===== src/rtl/opmode_pkg.sv =====
package opmode_pkg;
  localparam int PRIV_W = 2;
  localparam int SIZE_W = 2;
  localparam int SUB_W  = 3;

  typedef enum logic [SUB_W-1:0] {
    SUB_REAL   = 3'd0,
    SUB_V86    = 3'd1,
    SUB_PROT   = 3'd2,
    SUB_COMPAT = 3'd3,
    SUB_LONG64 = 3'd4
  } subMode_e;

  typedef logic [SIZE_W-1:0] sizeCode_t;
  localparam sizeCode_t SZ16 = 2'd1;
  localparam sizeCode_t SZ32 = 2'd2;
  localparam sizeCode_t SZ64 = 2'd3;

  typedef struct packed {
    logic              modeLong;
    subMode_e          subMode;
    logic [PRIV_W-1:0] priv;
    logic              paging;
    logic              prot;
    sizeCode_t         opDef;
    sizeCode_t         opAlt;
    sizeCode_t         adDef;
    sizeCode_t         adAlt;
    sizeCode_t         stk;
  } modeState_t;

  typedef struct packed {
    logic clear;
    logic load;
  } ctlStrobe_t;

  localparam modeState_t RESET_STATE = '{
    modeLong: 1'b0, subMode: SUB_REAL, priv: '0, paging: 1'b0, prot: 1'b0,
    opDef: SZ16, opAlt: SZ32, adDef: SZ16, adAlt: SZ32, stk: SZ16
  };
endpackage


===== src/rtl/opmode_control.sv =====
module opmode_control
  import opmode_pkg::*;
(
  input  logic       rst,
  input  logic       recompute,
  output ctlStrobe_t strobe
);
  // Reset wins over a recompute in the same cycle.
  always_comb begin
    strobe.clear = rst;
    strobe.load  = recompute & ~rst;
  end
endmodule


===== src/rtl/opmode_datapath.sv =====
module opmode_datapath
  import opmode_pkg::*;
(
  input  logic              clk,
  input  ctlStrobe_t        strobe,
  input  logic              lmaActive,
  input  logic              pagingEn,
  input  logic              protEn,
  input  logic              v86Flag,
  input  logic              csLongBit,
  input  logic              csDefaultBig,
  input  logic [PRIV_W-1:0] csPriv,
  input  logic              ssDefaultBig,
  output modeState_t        state
);
  modeState_t nextState;
  logic       is64;

  // Mode and submode selection.
  subMode_e subSel;
  always_comb begin
    if (lmaActive)   subSel = csLongBit ? SUB_LONG64 : SUB_COMPAT;
    else if (!protEn) subSel = SUB_REAL;
    else              subSel = v86Flag ? SUB_V86 : SUB_PROT;
  end

  assign is64 = (subSel == SUB_LONG64);

  // Layered size priority: 64-bit submode, then segment default bit, then 16-bit.
  always_comb begin
    nextState          = RESET_STATE;
    nextState.modeLong = lmaActive;
    nextState.subMode  = subSel;
    nextState.priv     = csPriv;
    nextState.paging   = pagingEn;
    nextState.prot     = protEn;

    if (is64 || csDefaultBig) begin
      nextState.opDef = SZ32;
      nextState.opAlt = SZ16;
    end else begin
      nextState.opDef = SZ16;
      nextState.opAlt = SZ32;
    end

    if (is64) begin
      nextState.adDef = SZ64;
      nextState.adAlt = SZ32;
    end else if (csDefaultBig) begin
      nextState.adDef = SZ32;
      nextState.adAlt = SZ16;
    end else begin
      nextState.adDef = SZ16;
      nextState.adAlt = SZ32;
    end

    if (is64)              nextState.stk = SZ64;
    else if (ssDefaultBig) nextState.stk = SZ32;
    else                   nextState.stk = SZ16;
  end

  always_ff @(posedge clk) begin
    if (strobe.clear)     state <= RESET_STATE;
    else if (strobe.load) state <= nextState;
  end
endmodule


===== src/rtl/opmode_decoder.sv =====
module opmode_decoder
  import opmode_pkg::*;
(
  input  logic       clk,
  input  logic       rst,
  input  logic       recompute,
  input  logic       lmaActive,
  input  logic       pagingEn,
  input  logic       protEn,
  input  logic       v86Flag,
  input  logic       csLongBit,
  input  logic       csDefaultBig,
  input  logic [1:0] csPriv,
  input  logic       ssDefaultBig,
  output logic       modeLong,
  output logic [2:0] subMode,
  output logic [1:0] curPriv,
  output logic       pagingOn,
  output logic       protOn,
  output logic [1:0] opDefault,
  output logic [1:0] opAlternate,
  output logic [1:0] addrDefault,
  output logic [1:0] addrAlternate,
  output logic [1:0] stackSize
);
  ctlStrobe_t strobe;
  modeState_t state;

  opmode_control ctl_i (
    .rst(rst), .recompute(recompute), .strobe(strobe)
  );

  opmode_datapath dp_i (
    .clk(clk), .strobe(strobe),
    .lmaActive(lmaActive), .pagingEn(pagingEn), .protEn(protEn),
    .v86Flag(v86Flag), .csLongBit(csLongBit), .csDefaultBig(csDefaultBig),
    .csPriv(csPriv), .ssDefaultBig(ssDefaultBig), .state(state)
  );

  assign modeLong      = state.modeLong;
  assign subMode       = state.subMode;
  assign curPriv       = state.priv;
  assign pagingOn      = state.paging;
  assign protOn        = state.prot;
  assign opDefault     = state.opDef;
  assign opAlternate   = state.opAlt;
  assign addrDefault   = state.adDef;
  assign addrAlternate = state.adAlt;
  assign stackSize     = state.stk;
endmodule


===== config.mk =====
export PLATFORM = sky130hd
export DESIGN_NAME = opmode_decoder
export DESIGN_NICKNAME = d
export VERILOG_FILES = /design/src/rtl/opmode_pkg.sv /design/src/rtl/opmode_control.sv /design/src/rtl/opmode_datapath.sv /design/src/rtl/opmode_decoder.sv
export SDC_FILE = /design/constraint.sdc
export NUM_CORES = 1
export LEC_CHECK = 0
export CORE_MARGIN = 8
export CORE_UTILIZATION = 36
export CTS_CLUSTER_SIZE = 40
export DETAILED_ROUTE_END_ITERATION = 12
export PLACE_DENSITY_LB_ADDON = 0.3
export SYNTH_ARGS = -nofsm -noshare
export SYNTH_HDL_FRONTEND = slang
export SYNTH_SLANG_ARGS = --single-unit

===== constraint.sdc =====
create_clock -name clk -period 1 [get_ports clk]
set_input_delay 0.1 -clock clk [delete_from_list [all_inputs] [get_ports clk]]
set_output_delay 0.1 -clock clk [all_outputs]
set_load 0.02 [all_outputs]

==> summary.txt, run 1 <==
Floorplanning
  • Die X: 55.24 um
  • # rows: 14
  • Die height: 55.24 um
  • I/O Pins: 30
  • Starting Density: 0.3767
  • Die area: 3051 um2
  • Core Region: 1471 um2

Logic synthesis
  • Post-synth ARST share: 0
  • Most used DFF post-synth: dfxtp_1
  • Xor/xnor cell area share of the yosys netlist: 0
  • Top-count cell post-synth: dfxtp_1
  • Syn nets: 71
  • Simple-gate share of the synthesized area: 0.1806
  • Synth cell types: 20
  • Multiplexer share of the synthesized area: 0.09029
  • Cell taking the most area after synthesis: dfxtp_1
  • Post-synth top area share: 0.5056
  • Syn_area_per_cell: 9.395 um2
  • Synthesis warning total: 0
  • Main combinational cell family by area after synthesis: simple AND/OR/NAND/NOR gates
  • Seq cells post-synth: 14
  • Cells after synthesis: 59
  • Post-synth top cells: dfxtp_1, nor2_1, buf_4, mux2i_1, a21oi_1
  • Adder-Cell Fraction of Synth Area: 0
  • Cells taking the most area after synthesis: dfxtp_1, mux2i_1, buf_4
  • Fraction of the yosys area taken by sequential cells: 0.5056
  • EDFF count, synth: 0
  • Post-synthesis cell area: 554.3 um2
  • Compound-gate portion of the synthesized area: 0.1264

Placed design
  • Input/output buffers: 29
  • Area after DPL: 915.9 um2
  • GPL Wtd Cong: 0.7122
  • Hpwl dp: 1154 um
  • Placed Cells: 110

Layout
  • Share of post-route cells with drive strength above 1: 0.3980
  • Top reg by flops: dp_i.state
  • # diodes: 0
  • Area used by multi-input combinational logic: 225.2 um2
  • Layout area overhead: 56.88%
  • FILL cells: 151
  • Final non-filler cell total: 114
  • Design Area, Final: 869.6 um2
  • Largest register FFs: 14
  • Reg area: 280.3 um2
  • Nets: 111
  • Top Registers: dp_i.state (14)

Global routing
  • Total global routing overflow: 0
  • First-pass GRT wire length: 2311 um
  • M1 GR Usage: 0.09162
  • Met2 Track Usage GR: 0.1506
  • Total track usage: 0.08910
  • Initial antenna violation count: 0
  • Pin count of the biggest net entering global routing: 11
  • Busiest metal layer after global routing: met2
  • Vias in the first global route: 514
  • Met3 global-route usage: 0.04566

Setup path
  • WP data required: 1200 ps
  • Crit Path Max Fanout: 3
  • Worst Setup End Kind: flop
  • R2R depth: 2
  • Critical Path AT: 1150 ps
  • Critical path class: input pin to flop
  • CP startpoint: lmaActive
  • Start of the worst register-to-register path: dp_i.state[4]
  • Worst setup SP type: input pin

Clock network
  • CTS root buf: clkbuf_4
  • H-tree depth: 1
  • CTS Sinks: 14
  • Post-CTS Setup Bufs: 0
  • Clk Latency, worst-skew pair: 280 ps
  • CTS Buf Count: 3
  • CTS max path bufs: 2
  • CTS tree: built
  • Clock transition at the registers of the reported paths: 80 ps

Min path
  • WHS Path Cells: 3
  • Tightest Hold Check Type: input pin to flop
  • Hold path start: recompute

Run
  • MaxCap Viol Count: 0

Route
  • Final wirelength: 1422 um
  • Average vias per placed instance: 4.500
  • Post-DR wirelength/cell: 12.47 um
  • DR vias: 513
  • Router iterations before antenna repair: 2
  • Post-detailed-route count of antenna-violating nets: 0
  • # DRC: 0
  • DRT iter0 DRCs: 5

Power
  • Comb power frac: 0.215
  • Clock share of power: 0.314
  • Leak Pwr: 0.0004270 uW
  • Sequential Power Share: 0.471
  • Switch share: 0.2637
  • Int Pwr: 950.0 uW
  • Worst VDD drop: 0.0009809 V
  • Power density over the cells: 1484 nW/um2
  • P_sw: 340.2 uW

STA
  • Clock Skew: 0 ps
  • Final slew viol count: 0
  • Maximum clock rate: 1.055 GHz
  • Relative slew slack: 0.8530
  • Tmin final: 947.9 ps
  • Final Hold Fails: 0
  • Worst Tran Pin Value: 220.5 ps
  • Final period util: 0.9479
  • RSZ-0062 raised after global routing: no
  • Final setup violation count: 0

Outcome
  • Status: finished clean
-- critical path: stages --
cell             delay (ps)
clkdlybuf4s50_1         440
or3b_1                  410
a211oi_2                200
-- repair_timing --
action | 4_1_cts | 5_1_grt
pin swaps | 0 | 1
endpoints found under the setup margin | 18 | 13
hold buffers | 0 | 0
resized for setup | 63 | 11
-- power groups by stage --
| stage | clock [uW] | combinational [uW] | sequential [uW] |
|---|---|---|---|
| 6_report | 405 | 277 | 608 |
| 3_5_place_dp | 0 | 322 | 624 |
| 3_3_place_gp | 0 | 318 | 622 |
| 5_1_grt | 439 | 298 | 614 |
| 4_1_cts | 420 | 295 | 610 |
| 2_1_floorplan | 0 | 102 | 665 |
-- layout by cell type, fill, tap and decap left out, types with 2 or more instances in the layout --
cell / netlist / routed
clkdlybuf4s50_1: 0 / 10
buf_2: 1 / 18
a211oi_1: 2 / 2
inv_1: 2 / 2
or2_2: 2 / 2
mux2i_1: 5 / 5
nand2_1: 3 / 3
nor2_1: 10 / 10
dfxtp_1: 14 / 14
buf_4: 5 / 13
clkbuf_4: 0 / 3
nand3_1: 2 / 2
a21oi_1: 4 / 4
-- logic make-up after synthesis --
kind of cell,count (synthesis)
multiplexers,5
AND/OR/NAND/NOR,21
AO/OA/AOI/OAI,10
flip-flops,14
buffers and inverters,9
-- final cells by class --
cell class | count | share of cell area
clock buffer | 4 | 0.04173
inverter | 2 | 0.008633
multi-input combinational | 36 | 0.2590
sequential | 14 | 0.3223
tap | 16 | 0.02302
timing repair buffer | 42 | 0.3453
-- path summary, 6_finish.rpt --
kind	end	slack, ps
setup reg to reg	dp_i.state[4]	120
setup / recovery	dp_i.state[15]	50
hold reg to reg	dp_i.state[2]	450
hold / removal	dp_i.state[4]	190
-- per-layer routing --
metal | up-vias | share of wire
met1 | 224 | 0.41
met2 | 15 | 0.52
met5 | - | 0
li1 | 274 | -
met3 | 0 | 0.072
met4 | 0 | 0
-- stage by stage --
step / total power (uW) / util / hold slack (ps) / worst slack (ps) / TNS (ps)
2_1_floorplan: 766.9 / - / 179.3 / 59.30 / 0
3_3_place_gp: 939.5 / 0.6224 / 444.4 / -209.3 / -2784
3_5_place_dp: 945.3 / 0.6224 / 451.1 / -284.5 / -3125
4_1_cts: 1325 / 0.6242 / 415.9 / 1.071 / 0
5_1_grt: 1351 / 0.5910 / 248.6 / 22.60 / 0
6_report: 1290 / 0.5910 / 193.2 / 52.15 / 0
No activity file was read; power rests on OpenSTA's default activity.
==> inputs of run 2 (changes only) <==
- CTS_CLUSTER_SIZE: 40 -> 20
==> results of run 2 <==
No change in the layout: final DEF, timing and power equal those of run 1.
